File: config.mk
export PLATFORM = sky130hd
export DESIGN_NAME = extint_sense_top
export DESIGN_NICKNAME = d
export VERILOG_FILES = /design/src/rtl/extint_pkg.sv /design/src/rtl/extint_ctrl.sv /design/src/rtl/extint_datapath.sv /design/src/rtl/extint_sense_top.sv
export SDC_FILE = /design/constraint.sdc
export NUM_CORES = 1
export LEC_CHECK = 0
export BUFFER_PORTS_ARGS = -buffer_cell sky130_fd_sc_hd__buf_2
export CORE_ASPECT_RATIO = 0.7
export CORE_UTILIZATION = 51
export DETAILED_ROUTE_END_ITERATION = 7
export PLACE_DENSITY = 0.86
export SLEW_MARGIN = 25
export SYNTH_ARGS = -nofsm -noshare
export SYNTH_HDL_FRONTEND = slang
export SYNTH_HIERARCHICAL = 1
export SYNTH_SLANG_ARGS = --single-unit
export TNS_END_PERCENT = 20
File: constraint.sdc
create_clock -name clk -period 1.9 [get_ports clk]
set_clock_uncertainty 0.2 [all_clocks]
set_input_delay 0.57 -clock clk [delete_from_list [all_inputs] [get_ports clk]]
set_output_delay 0.57 -clock clk [all_outputs]
set_load 0.03 [all_outputs]
File: src/rtl/extint_pkg.sv
package extint_pkg;
  localparam int NUM_PINS = 6;
  localparam int ENC_PINS = 4;
  localparam int REG_W = 16;
  localparam int FIELD_W = 2;
  localparam int BIT_MASKALL = 15;
  localparam int BIT_ENCMODE = 14;
  localparam int BIT_NMIOVR = 13;
  localparam int BIT_RSVD = 12;
  localparam logic [REG_W-1:0] RESET_VAL = 16'h4000;

  typedef enum logic [FIELD_W-1:0] {
    SENSE_FALL = 2'b00,
    SENSE_RISE = 2'b01,
    SENSE_LOW  = 2'b10,
    SENSE_RSVD = 2'b11
  } senseMode_t;

  typedef struct packed {
    logic [NUM_PINS-1:0]              modeClr;
    logic                             encMode;
    logic                             maskAll;
    logic                             nmiBlockOverride;
    logic [NUM_PINS-1:0][FIELD_W-1:0] sense;
  } ctlBus_t;
endpackage

File: src/rtl/extint_ctrl.sv
module extint_ctrl
  import extint_pkg::*;
(
  input  logic             clk,
  input  logic             rstN,
  input  logic             manualReset,
  input  logic             regWrEn,
  input  logic [REG_W-1:0] regWrData,
  output logic [REG_W-1:0] regRdData,
  output ctlBus_t          ctl
);
  localparam logic [REG_W-1:0] WR_MASK = ~(REG_W'(1) << BIT_RSVD);

  logic [REG_W-1:0] ctlReg;
  logic             wrAccepted;
  logic             encChange;

  always_ff @(posedge clk or negedge rstN) begin
    if (!rstN)            ctlReg <= RESET_VAL;
    else if (manualReset) ctlReg <= RESET_VAL;
    else if (regWrEn)     ctlReg <= regWrData & WR_MASK;
  end

  assign wrAccepted = regWrEn && !manualReset;
  assign encChange  = wrAccepted && (regWrData[BIT_ENCMODE] != ctlReg[BIT_ENCMODE]);

  for (genvar i = 0; i < NUM_PINS; i++) begin : g_field
    logic fieldChange;
    assign fieldChange =
      wrAccepted && (regWrData[FIELD_W*i +: FIELD_W] != ctlReg[FIELD_W*i +: FIELD_W]);
    if (i < ENC_PINS) begin : g_enc
      assign ctl.modeClr[i] = manualReset || fieldChange || encChange;
    end else begin : g_plain
      assign ctl.modeClr[i] = manualReset || fieldChange;
    end
    assign ctl.sense[i] = ctlReg[FIELD_W*i +: FIELD_W];
  end

  assign ctl.encMode          = ctlReg[BIT_ENCMODE];
  assign ctl.maskAll          = ctlReg[BIT_MASKALL];
  assign ctl.nmiBlockOverride = ctlReg[BIT_NMIOVR];
  assign regRdData            = ctlReg;
endmodule

File: src/rtl/extint_datapath.sv
module extint_datapath
  import extint_pkg::*;
(
  input  logic                clk,
  input  logic                rstN,
  input  ctlBus_t             ctl,
  input  logic [NUM_PINS-1:0] irqPin,
  input  logic                nmiPin,
  input  logic [NUM_PINS-1:0] reqClear,
  input  logic                blockStatus,
  input  logic                standby,
  output logic [NUM_PINS-1:0] reqFlag,
  output logic [ENC_PINS-1:0] reqLevel,
  output logic                nmiAccept,
  output logic                nmiSyncLow
);
  localparam int ALL_W = NUM_PINS + 1;
  localparam int NMI_IDX = NUM_PINS;
  localparam logic [ENC_PINS-1:0] NO_REQ_CODE = '1;

  logic [ALL_W-1:0] syncA, syncB, prevB;
  logic             hideAll;
  logic             nmiFall, nmiBlocked;
  logic [ENC_PINS-1:0] code;

  always_ff @(posedge clk or negedge rstN) begin
    if (!rstN) begin
      syncA <= '1;
      syncB <= '1;
      prevB <= '1;
    end else begin
      syncA <= {nmiPin, irqPin};
      syncB <= syncA;
      prevB <= syncB;
    end
  end

  assign nmiSyncLow = !syncB[NMI_IDX];
  assign hideAll    = ctl.maskAll && nmiSyncLow;

  for (genvar i = 0; i < NUM_PINS; i++) begin : g_pin
    senseMode_t mode;
    logic isEdge, hit, encBlock, sticky, rawReq;
    assign mode   = senseMode_t'(ctl.sense[i]);
    assign isEdge = (mode == SENSE_FALL) || (mode == SENSE_RISE);
    assign hit    = (mode == SENSE_FALL) ? (prevB[i] && !syncB[i])
                                         : (!prevB[i] && syncB[i]);
    if (i < ENC_PINS) begin : g_enc
      assign encBlock = ctl.encMode;
    end else begin : g_plain
      assign encBlock = 1'b0;
    end

    always_ff @(posedge clk or negedge rstN) begin
      if (!rstN)                           sticky <= 1'b0;
      else if (ctl.modeClr[i])             sticky <= 1'b0;
      else if (isEdge && hit && !encBlock) sticky <= 1'b1;
      else if (reqClear[i])                sticky <= 1'b0;
    end

    assign rawReq     = isEdge ? sticky : !syncB[i];
    assign reqFlag[i] = rawReq && !encBlock && !hideAll;
  end

  assign code = syncB[ENC_PINS-1:0];
  always_comb begin
    reqLevel = '0;
    if (ctl.encMode && (code != NO_REQ_CODE) && !hideAll)
      reqLevel = NO_REQ_CODE - code;
  end

  assign nmiFall    = prevB[NMI_IDX] && !syncB[NMI_IDX];
  assign nmiBlocked = (standby && ctl.maskAll) || (blockStatus && !ctl.nmiBlockOverride);
  assign nmiAccept  = nmiFall && !nmiBlocked;
endmodule

File: src/rtl/extint_sense_top.sv
module extint_sense_top
  import extint_pkg::*;
(
  input  logic                clk,
  input  logic                rstN,
  input  logic                manualReset,
  input  logic                standby,
  input  logic                blockStatus,
  input  logic                regWrEn,
  input  logic [REG_W-1:0]    regWrData,
  output logic [REG_W-1:0]    regRdData,
  input  logic [NUM_PINS-1:0] reqClear,
  input  logic [NUM_PINS-1:0] irqPin,
  input  logic                nmiPin,
  output logic [NUM_PINS-1:0] reqFlag,
  output logic [ENC_PINS-1:0] reqLevel,
  output logic                nmiAccept
);
  ctlBus_t ctl;
  logic    nmiSyncLow;

  extint_ctrl i_ctrl (
    .clk(clk), .rstN(rstN), .manualReset(manualReset),
    .regWrEn(regWrEn), .regWrData(regWrData),
    .regRdData(regRdData), .ctl(ctl)
  );

  extint_datapath i_dp (
    .clk(clk), .rstN(rstN), .ctl(ctl), .irqPin(irqPin), .nmiPin(nmiPin),
    .reqClear(reqClear), .blockStatus(blockStatus), .standby(standby),
    .reqFlag(reqFlag), .reqLevel(reqLevel), .nmiAccept(nmiAccept),
    .nmiSyncLow(nmiSyncLow)
  );
endmodule

## Yosys cells after proc, flatten, opt, wreduce, memory -nomap -nowiden

Index checks and enable logic that the tools add are counted.
W data, S select, Z words.

- Bits in latches: 0
- Bits in registers: 43
- Input port bits: 35
- Logic and storage cells: 153
- Memory bits (writable): 0
- Memories kept: 0
- ROM bits: 0

- Shifts and indexed selects: 0
- $add $sub $neg: 1
- Bitwise logic cells: 0
- Multiply operators: 0
- Divide/modulo/power cells: 0
- Mux-type cells: 33
- Reductions and logical operators: 95
- Order comparisons: 0
- Eq/ne operators: 14

Operators by type and width:

| operator | count |
|---|---|
| $logic_and A1 B1 Y1 | 47 |
| $mux W16 | 2 |
| $mux W1 | 30 |
| $logic_not A1 Y1 | 18 |
| $reduce_bool A3 Y1 | 6 |
| $logic_or A1 B1 Y1 | 17 |
| $eq A2 B1 Y1 const B | 6 |
| $logic_not A2 Y1 | 6 |
| $ne A2 B2 Y1 | 6 |
| $mux W4 | 1 |
| $ne A4 B4 Y1 const B | 1 |
| $sub A4 B4 Y4 const A | 1 |
| $reduce_bool A2 Y1 | 1 |
| $ne A1 B1 Y1 | 1 |

## Logic depth before layout (Yosys ltp)

Gate-level depths: netlist of the first run.

- Depth in word-level cells: 7
- Depth in mapped cells: 6
- Gate-level depth less buffers: 6

## Cells and area by module

Netlist of the first run, hierarchy kept.

By module, submodules not included:

| module | times used | area an instance (µm²) | cells each |
|---|---|---|---|
| extint_datapath | 1 | 1089.8 | 86 |
| extint_ctrl | 1 | 920.9 | 92 |

## Worst setup path after synthesis of the first run

OpenSTA, ideal clock, no wires.

- Path kind: reg-to-output
- Start point: register i_dp.syncB[6]
- End point: output port reqFlag[4]
- Buffers on the path: 0
- Required time: 1.130 ns
- Stages on the path, launching flop included: 3
- Arrival time: 1.348 ns
- Slack: -0.218 ns
- Cell sequence: dfstp_2 > nor2b_1 > a211oi_1

- Word-level cells in the longest chain between the ends: 4

Ends and longest elaborated chain:

| what | line | source |
|---|---|---|
| start, declared | extint_datapath.sv:21 | `logic [ALL_W-1:0] syncA, syncB, prevB;` |
| start signal, assigned | extint_datapath.sv:33 | `syncB <= syncA;` |
| $logic_not A1 Y1 | extint_datapath.sv:38 | `assign nmiSyncLow = !syncB[NMI_IDX];` |
| $logic_and A1 B1 Y1 | extint_datapath.sv:39 | `assign hideAll = ctl.maskAll && nmiSyncLow;` |
| $logic_not A1 Y1 | extint_datapath.sv:62 | `assign reqFlag[i] = rawReq && !encBlock && !hideAll;` |
| $logic_and A1 B1 Y1 | extint_datapath.sv:62 |  |
| end, declared | extint_sense_top.sv:15 | `output logic [NUM_PINS-1:0] reqFlag,` |

No other way between the ends.

## Final worst setup path of the first run

- Start point: register i_dp.syncB[6]
- End point: output port reqFlag[3]

Same word-level chain as after synthesis.

==> flow_metrics.env, run 1 <==
export IMPL_outcome="finished, violations left"
export IMPL_failed_checks="setup timing"
export IMPL_dpl_instance_area_um2=2320
export IMPL_fmax_mhz=475
export IMPL_synth_fp_nets=213
export IMPL_die_y_um=54.5
export IMPL_antenna_diode_count=0
export IMPL_rr_startpoint="i_ctrl/regRdData[14]"
export IMPL_rsz0062_at_grt="true"
export IMPL_ys_flop_type="dfstp_2"
export IMPL_synth_most_common_cell="nor2_1"
export IMPL_gp_congestion=0.775
export IMPL_fin_nets=272
export IMPL_reg2reg_depth=6
export IMPL_synth_cell_types=26
export IMPL_nFillCells=269
export IMPL_io_pins=62
export IMPL_drc=0
export IMPL_syn_inst=178
export IMPL_ys_warn_count=6
export IMPL_vias_per_cell=5.09
export IMPL_path_clk_slew_ps=70
export IMPL_core_area_um2=3650
export IMPL_p_leak_uw=0.00128
export IMPL_root_buffer="clkbuf_8"
export IMPL_synth_area_per_cell_um2=11.3
export IMPL_rows=18
export IMPL_final_max_slew_viol_count=0
export IMPL_maxCapViolations=0
export IMPL_p_switching_uw=522
export IMPL_synth_area_leaders="dfstp_2, dfrtp_1, mux2i_1, buf_4, nor2_1"
export IMPL_drtIter0Drc=36
export IMPL_overflow=0
export IMPL_antenna_left=0
export IMPL_yosysTopAreaCell="dfstp_2"
export IMPL_total_power_uw=1900
export IMPL_numPortBuffers=59
export IMPL_multiInputGateArea_um2=862
export IMPL_grt_usage_pct=20.8
export IMPL_r2r_end="i_dp/g_pin[0].sticky"
export IMPL_grt_pass1_wl_um=6390
export IMPL_worstPathArrival_ps=1330
export IMPL_antenna_found_initial=0
export IMPL_worstHoldPathType="in2async"
export IMPL_yosys_top_cells_count="nor2_1, dfstp_2, dfrtp_1"
export IMPL_synth_seq_cells=42
export IMPL_area_delta_synth_final_pct=28.9
export IMPL_wire_per_inst_um=14.3
export IMPL_path_class="reg2out"
export IMPL_p_per_area_nw_per_um2=733
export IMPL_grt_pass1_vias=1416
export IMPL_dp_hpwl_um=2890
export IMPL_cts_tree="built"
export IMPL_clkPwrFrac_pct=27.9
export IMPL_worstPathRequired_ps=1130
export IMPL_die_x_um=77.0
export IMPL_synth_enable_flop_cells=0
export IMPL_regArea_um2=1080
export IMPL_swShare_pct=27.5
export IMPL_ys_seq_area_share_pct=53.6
export IMPL_drive_gt1_share_pct=51.3
export IMPL_ff2ff_setup_slack_ps=-30
export IMPL_period_share_pct=111
export IMPL_setup_viol_count_final=14
export IMPL_p_seq_share_pct=53.0
export IMPL_fin_crit_ps=2100
export IMPL_vdd_drop_max_uv=445
export IMPL_hold_violations=0
export IMPL_start_util_pct=55.1
export IMPL_first_pass_iters=4
export IMPL_grt_max_degree=43
export IMPL_p_int_uw=1380
export IMPL_async_flop_share_pct=100
export IMPL_cts_num_sinks=42
export IMPL_clk_latency_ps=280
export IMPL_numCtsBuffers=5
export IMPL_vias=1465
export IMPL_routed_wl_um=4110
export IMPL_die_area_um2=4200
export IMPL_cp_max_fo=4
export IMPL_syn_area_um2=2010
export IMPL_cts_htree_levels=2
export IMPL_p_comb_share_pct=19.1
export IMPL_final_cell_area_um2=2590
export IMPL_ctsLongestPathBuffers=2
export IMPL_endpoint_kind="output pin"
export IMPL_synth_top_area_share_pct=28.7
export IMPL_setup_ws_ps=-204
export IMPL_cp_start_kind="register"
[worst max-delay path, cell delays in order (launching register included)]
cell and delay [ps]:
dfstp_2 530, nand2b_4 150, nand2b_4 90, nor2_2 130, buf_6 150
[per-stage QoR]
step | setup WS (ps) | cells | hold WS [ps] | utilization, % | setup TNS [ps]
floorplan | -218 | 178 | 74.4 | - | -623
global placement | -96.0 | 278 | 145 | 63.7 | -310
detailed placement | -135 | 278 | 147 | 63.7 | -433
CTS | -192 | 288 | 42.2 | 69.2 | -2020
global route | -263 | 288 | 49.5 | 71.0 | -2740
finish | -204 | 288 | 35.1 | 71.0 | -1920
[flip-flops by register name (all words and copies together), names as in the netlist]
signal and flops:
i_dp/g_pin.sticky 6, i_dp/prevB 7, i_dp/syncB 7, i_dp/syncA 7, i_ctrl/regRdData 15
[cell type report]
cell class / instances / area share (%)
tap: 50 / 2.41
timing repair buffer: 72 / 18.9
multi-input combinational: 111 / 33.3
clock buffer: 8 / 3.09
inverter: 5 / 0.724
sequential: 42 / 41.6
[metal layers]
metal  GRT usage [%]  wire, um  vias up
met5               0         0        -
met4            7.55        33        0
met3            5.83       192        5
met2            36.5      1970       39
met1            25.3      1910      719
li1                -         -      702
[what timing repair did]
action | CTS | global route
pin swaps | 14 | 3
hold buffers | 0 | 0
buffers inserted | 2 | 0
gates resized for setup | 31 | 16
endpoints found under the setup margin | 12 | 15
[layout by cell type, fill, tap and decap left out, types with 2 or more instances in the layout]
cell	instances
o41ai_2	3
buf_4	12
inv_1	4
clkbuf_1	3
dfrtp_1	20
buf_2	47
nor2b_1	4
nor2_2	6
buf_6	11
nand2b_1	2
a211oi_2	2
xor2_1	13
buf_12	2
or3b_1	2
and3b_1	4
a21oi_1	5
nor2_4	2
nand2b_4	2
clkbuf_8	5
o21ai_0	6
nor2_1	23
nand2_1	5
nor4b_1	2
mux2i_1	17
dfstp_2	22
nor3_1	2
nor4bb_1	2
[kinds of logic (layout without fill, tap and decap cells)]
kind of cell    count (synthesis)  in the layout  share of synthesized area [%]
mux                            18             18                           8.96
simple gates                   60             60                           15.4
other cells                     1              1                          0.187
compound gates                 19             19                           7.59
buf+inv                        25             85                           8.52
xor+xnor                       13             13                           5.66
flops                          42             42                           53.6
[power groups by stage]
stage	Clock (uW)	Combinational, uW	Sequential [uW]
2_1_floorplan	0	210	1010
3_3_place_gp	0	308	1010
3_5_place_dp	0	316	1020
4_1_cts	550	349	1000
5_1_grt	585	391	1010
6_report	530	363	1010
[how the worst max path moves through the flow]
stage / from / endpoint / slack (ps) / depth (start not counted)
floorplan: i_dp/syncB[6] / reqFlag[4] / -220 / 2
global placement: blockStatus / nmiAccept / -100 / 5
detailed placement: blockStatus / nmiAccept / -140 / 5
CTS: i_dp/syncB[6] / reqFlag[4] / -190 / 4
global route: i_dp/syncB[6] / reqFlag[4] / -260 / 4
finish: i_dp/syncB[6] / reqFlag[3] / -200 / 4
(Power assumes the default switching activity.)
==> run 2: changes to the inputs <==
Settings changed: CORE_UTILIZATION 51 to 46, PLACE_DENSITY 0.86 to 0.82.
Clock period 1.9 ns to 1.7 ns, I/O delays scaled along.
==> run 2 against run 1 <==
The flow still finishes with violations (setup timing). Routed wire length grew 0.51%. Cell count grew 6.6%. Design area grew 7.7%. Power grew 17%. Via count shrank 0.61%. Critical endpoint is now reqLevel[0]. Largest power group unchanged.
==> flow_metrics.env, run 2 (synthesis results as in run 1) <==
export IMPL_p_switching_uw=603
export IMPL_min_path_cells=1
export IMPL_m1WireLength_um=2040
export IMPL_mostFrequentLayoutCells="buf_2, buf_4, nor2_1, buf_6, dfstp_2"
export IMPL_p_seq_share_pct=50.2
export IMPL_largest_register_ff_count=15
export IMPL_cts_htree_levels=2
export IMPL_vias=1456
export IMPL_drtIter0Drc=49
export IMPL_holdWs_ps=121
export IMPL_cp_start_kind="register"
export IMPL_clk_latency_ps=280
export IMPL_fmax_mhz=489
export IMPL_dp_hpwl_um=3140
export IMPL_placed_cells=297
export IMPL_rows=19
export IMPL_numPortBuffers=59
export IMPL_wl_met3_um=192
export IMPL_antenna_left=0
export IMPL_cp_slowest_cell="dfstp_2"
export IMPL_total_power_uw=2220
export IMPL_grt_pass1_wl_um=6760
export IMPL_die_y_um=57.3
export IMPL_setup_ws_ps=-345
export IMPL_final_max_slew_viol_count=0
export IMPL_grt_pass1_vias=1429
export IMPL_die_x_um=81.0
export IMPL_crit_buf_inv=1
export IMPL_ctsLongestPathBuffers=2
export IMPL_wire_per_inst_um=13.5
export IMPL_overflow=0
export IMPL_core_area_um2=4040
export IMPL_p_leak_uw=0.00137
export IMPL_worstPathArrival_ps=1330
export IMPL_drc=0
export IMPL_outcome="finished, violations left"
export IMPL_p_comb_share_pct=21.0
export IMPL_vias_per_cell=4.74
export IMPL_root_buffer="clkbuf_8"
export IMPL_top_layer_used="met4"
export IMPL_worstHoldStart="irqPin[4]"
export IMPL_period_share_pct=120
export IMPL_die_area_um2=4640
export IMPL_fin_crit_ps=2040
export IMPL_drive_gt1_share_pct=55.3
export IMPL_numCtsBuffers=5
export IMPL_worstPathRequired_ps=990
export IMPL_hold_violations=0
export IMPL_path_clk_slew_ps=70
export IMPL_rr_startpoint="i_ctrl/regRdData[14]"
export IMPL_routed_wl_um=4130
export IMPL_antenna_diode_count=0
export IMPL_p_per_area_nw_per_um2=795
export IMPL_endpoint_kind="output pin"
export IMPL_r2r_end="i_dp/g_pin[1].sticky"
export IMPL_p_int_uw=1610
export IMPL_fin_cells=307
export IMPL_preCtsSetupSlack_ps=-232
export IMPL_vdd_drop_max_uv=541
export IMPL_first_pass_iters=4
export IMPL_slowest_delay_ps=530
export IMPL_wl_met2_um=1890
export IMPL_failed_checks="setup timing"
export IMPL_grt_max_degree=43
export IMPL_antenna_found_initial=0
export IMPL_reg2reg_depth=5
export IMPL_fin_nets=289
export IMPL_start_util_pct=49.8
export IMPL_cts_tree="built"
export IMPL_gp_congestion=0.777
export IMPL_setup_viol_count_final=18
export IMPL_path_class="reg2out"
export IMPL_nFillCells=328
export IMPL_grt_usage_pct=19.7
export IMPL_swShare_pct=27.2
export IMPL_area_delta_synth_final_pct=38.8
export IMPL_worstHoldPathType="in2reg"
export IMPL_cp_max_fo=4
export IMPL_critPathTopFamily="flip-flops"
export IMPL_layout_commonest_cell="buf_2"
export IMPL_ff2ff_setup_slack_ps=-100
export IMPL_cts_num_sinks=42
export IMPL_crit_chain="nand2b_4, nand2_4, nor2_4, buf_6"
export IMPL_hold_path_endpoint="i_dp/syncA[4]"
export IMPL_clkPwrFrac_pct=28.8
export IMPL_utilization_pct=69.0
export IMPL_rsz0062_at_grt="true"
export IMPL_maxCapViolations=0
export IMPL_io_pins=62
-- run 2: layout make-up --
| class | instances | area (um2) | share of cell area (%) |
|---|---|---|---|
| repair buffers | 89 | 674 | 24.2 |
| multi-input cells | 111 | 856 | 30.7 |
| flip-flops and latches | 42 | 1080 | 38.9 |
| clock buffers | 7 | 86.3 | 3.09 |
| clock inverters | 1 | 5.00 | 0.179 |
| well taps | 52 | 65.1 | 2.33 |
| inverters | 5 | 18.8 | 0.673 |
-- run 2: worst register-to-register path, cell delays in order, from the launching register on --
cell	delay, ps
dfstp_2	600
xor2_1	90
a21oi_2	240
nand2_1	130
or3b_1	380
o41ai_2	60
-- run 2: timing repair --
| action | in CTS | in global routing |
|---|---|---|
| pin swaps | 6 | 2 |
| endpoints found under the setup margin | 24 | 25 |
| resized for setup | 47 | 7 |
| endpoints found under the hold margin | 20 | 0 |
| buffers inserted | 1 | 0 |
| hold buffers | 1 | 0 |
-- run 2: how the worst max path moves through the flow --
stage,startpoint,end,slack (ps),cells past startpoint
4_1_cts,i_dp/syncB[6],reqLevel[0],-340,4
2_1_floorplan,i_dp/syncB[6],reqFlag[4],-90,2
3_5_place_dp,regWrData[14],i_dp/g_pin[1].sticky,-230,6
6_report,i_dp/syncB[6],reqLevel[0],-340,4
3_3_place_gp,i_dp/syncB[6],reqLevel[0],-190,4
5_1_grt,i_dp/syncB[6],reqFlag[5],-400,4
-- run 2: per-layer routing --
layer	track usage, %	vias up
li1	-	737
met1	27.9	678
met5	0	-
met4	3.83	0
met3	4.96	2
met2	30.9	39
-- run 2: metrics by stage --
step	area, um2	TNS (ps)
2_1_floorplan	2090	-584
3_3_place_gp	2520	-2400
3_5_place_dp	2520	-2610
4_1_cts	2770	-4350
5_1_grt	2790	-5410
6_report	2790	-4150
-- run 2: power groups by stage --
stage | clock (uW) | sequential, uW | combinational [uW]
floorplan | 0 | 1130 | 254
global placement | 0 | 1120 | 411
detailed placement | 0 | 1130 | 420
CTS | 667 | 1110 | 465
global route | 707 | 1120 | 501
finish | 639 | 1110 | 465
==> run 3: changes to the inputs <==
Settings changed: ABC_AREA set to 1, CORE_UTILIZATION 46 to 47, REMOVE_ABC_BUFFERS set to 1.
==> run 3 against run 2 <==
The run still ends with setup timing left. Sequential share of layout area up 1.2 points. Non-clock buffer count shrank 18. Register-to-register slack improved by 330 ps. Design area fell by 3.1%. Sequential cell count stayed put. Global-route usage grew 0.57 points. Power rose by 3.0%. Hold slack got worse by 19 ps. Die area rose by 5.3%. Critical path type unchanged. Critical endpoint is now reqFlag[1]. Largest power group unchanged.
==> flow_metrics.env, run 3 <==
export IMPL_cp_max_fo=4
export IMPL_numCtsBuffers=5
export IMPL_drtIter0Drc=70
export IMPL_overflow=0
export IMPL_synth_most_common_cell="nand2_1"
export IMPL_hold_violations=0
export IMPL_synthMuxAreaShare_pct=0
export IMPL_post_cts_buffers=0
export IMPL_ys_seq_area_share_pct=49.8
export IMPL_synth_top_area_share_pct=26.7
export IMPL_outcome="finished, violations left"
export IMPL_maxCapViolations=0
export IMPL_rows=20
export IMPL_fmax_mhz=447
export IMPL_cp_slowest_cell="dfstp_2"
export IMPL_placed_cells=376
export IMPL_dpl_instance_area_um2=2490
export IMPL_nFillCells=378
export IMPL_synth_fa_ha_area_share_pct=0
export IMPL_vias_per_cell=4.68
export IMPL_first_pass_iters=4
export IMPL_fin_cells=385
export IMPL_grt_usage_pct=20.2
export IMPL_ys_warn_count=6
export IMPL_holdWs_ps=101
export IMPL_yosys_top_cells_count="nand2_1, inv_1, dfstp_2"
export IMPL_cts_tree="built"
export IMPL_area_delta_synth_final_pct=24.7
export IMPL_path_class="reg2out"
export IMPL_path_clk_slew_ps=90
export IMPL_vdd_drop_max_uv=668
export IMPL_antenna_diode_count=0
export IMPL_fin_nets=364
export IMPL_worstPathArrival_ps=1530
export IMPL_grt_pass1_vias=1696
export IMPL_ys_flop_type="dfstp_2"
export IMPL_p_leak_uw=0.00147
export IMPL_crit_path_frequent_cell="inv_2"
export IMPL_antenna_left=0
export IMPL_gp_congestion=0.742
export IMPL_vias=1800
export IMPL_synth_compound_area_share_pct=11.3
export IMPL_synth_top_family_by_area="simple AND/OR/NAND/NOR gates"
export IMPL_yosysTopAreaCell="dfstp_2"
export IMPL_dp_hpwl_um=3310
export IMPL_synth_enable_flop_cells=0
export IMPL_root_buffer="clkbuf_8"
export IMPL_routed_wl_um=4600
export IMPL_clk_latency_ps=300
export IMPL_die_area_um2=4890
export IMPL_reg2reg_depth=8
export IMPL_wire_per_inst_um=12.0
export IMPL_drc=0
export IMPL_layout_commonest_cell="nand2_1"
export IMPL_drive_gt1_share_pct=38.8
export IMPL_synth_area_per_cell_um2=8.06
export IMPL_setup_ws_ps=-539
export IMPL_core_area_um2=4380
export IMPL_cts_num_sinks=42
export IMPL_setup_viol_count_final=12
export IMPL_start_util_pct=49.5
export IMPL_die_x_um=83.2
export IMPL_period_share_pct=132
export IMPL_min_path_cells=1
export IMPL_final_cell_area_um2=2700
export IMPL_async_flop_share_pct=100
export IMPL_failed_checks="setup timing"
export IMPL_synth_seq_cells=42
export IMPL_synth_area_leaders="dfstp_2, dfrtp_1, nand2_1, inv_1, buf_4"
export IMPL_ctsLongestPathBuffers=2
export IMPL_largest_register_ff_count=15
export IMPL_syn_area_um2=2170
export IMPL_endpoint_kind="output pin"
export IMPL_slowest_delay_ps=540
export IMPL_cts_htree_levels=2
export IMPL_worstHoldPathType="in2reg"
export IMPL_final_max_slew_viol_count=0
export IMPL_syn_inst=269
export IMPL_worstPathRequired_ps=990
export IMPL_p_per_area_nw_per_um2=845
export IMPL_grt_max_degree=43
export IMPL_mostFrequentLayoutCells="nand2_1, inv_1, buf_2, dfstp_2, buf_4"
export IMPL_synth_cell_types=24
export IMPL_synth_xor_area_share_pct=0
export IMPL_crit_chain="inv_2, nand2_2, inv_2, or2_4, nor2_1, buf_4"
export IMPL_grt_pass1_wl_um=7450
export IMPL_die_y_um=58.8
export IMPL_fin_crit_ps=2240
export IMPL_yosys_area_share_simple_pct=21.8
export IMPL_rsz0062_at_grt="true"
export IMPL_cp_start_kind="register"
export IMPL_antenna_found_initial=0
export IMPL_io_pins=62
export IMPL_numPortBuffers=59
run 3: cell count changes in the layout (fill, tap and decap cells not counted), sizes merged, moves of 5 or more:
cell / delta
o22ai: +12
nand3: +8
buf: -17
mux2i: -18
nor2b: -5
nand2: +87
inv: +57
nor2: -16
xor2: -13
run 3: worst paths after layout:
path	slack (ps)	end	startpoint
max in group asynchronous	520	i_dp/syncA[4]	rstN
min in group asynchronous	510	i_ctrl/regRdData[7]	rstN
worst max-delay path	-540	reqFlag[1]	i_dp/syncB[6]
worst min-delay path	100	i_dp/syncA[3]	irqPin[3]
worst max register to register	230	i_dp/g_pin[0].sticky	i_ctrl/regRdData[14]
worst min register to register	160	i_dp/syncB[4]	i_dp/syncA[4]
run 3: cells by family (layout without fill, tap and decap cells):
kind of cell / count (synthesis) / after routing
flip-flops: 42 / 42
other: 1 / 1
AO/OA/AOI/OAI: 29 / 29
buffers and inverters: 79 / 140
AND/OR/NAND/NOR: 118 / 118
run 3: timing repair:
action / 4_1_cts / 5_1_grt
endpoints found under the hold margin: 20 / 0
pin swaps: 0 / 0
gates resized for setup: 27 / 5
hold buffers: 1 / 0
setup endpoints to repair: 15 / 20
run 3: final cells by class:
type	count	area [um2]	area share, %
repair buffers	71	470	17.4
inverters	61	229	8.47
well taps	55	68.8	2.55
multi-input cells	148	743	27.5
clock buffers	6	93.8	3.47
clock inverters	2	13.8	0.509
flip-flops and latches	42	1080	40.1
run 3: through the flow:
| step | worst slack, ps | power, uW | utilization (%) | setup TNS [ps] |
|---|---|---|---|---|
| 2_1_floorplan | -413 | 1360 | - | -3250 |
| 3_3_place_gp | -255 | 1510 | 56.8 | -1820 |
| 3_5_place_dp | -265 | 1520 | 56.8 | -2050 |
| 4_1_cts | -541 | 2300 | 61.5 | -5170 |
| 5_1_grt | -598 | 2400 | 61.7 | -5990 |
| 6_report | -539 | 2280 | 61.7 | -5040 |
run 3: metal layers:
layer	part of all wire [%]	vias to the layer above	track usage (%)
li1	-	911	-
met1	48	832	26.3
met2	45	51	32.4
met3	5.4	6	5.47
met4	1.2	0	9.11
met5	0	-	0
run 3: power breakdown:
part,internal (uW),leakage (uW),switching (uW)
Combinational,163,0.000914,254
Sequential,1070,0.000495,46.6
Clock,381,0.0000567,367
run 3: worst max-delay path: cells and delay by family, from the launching register on:
| kind | cells | cell delay, ps |
|---|---|---|
| buffers and inverters | 3 | 250 |
| flip-flops | 1 | 540 |
| AND/OR/NAND/NOR | 3 | 440 |
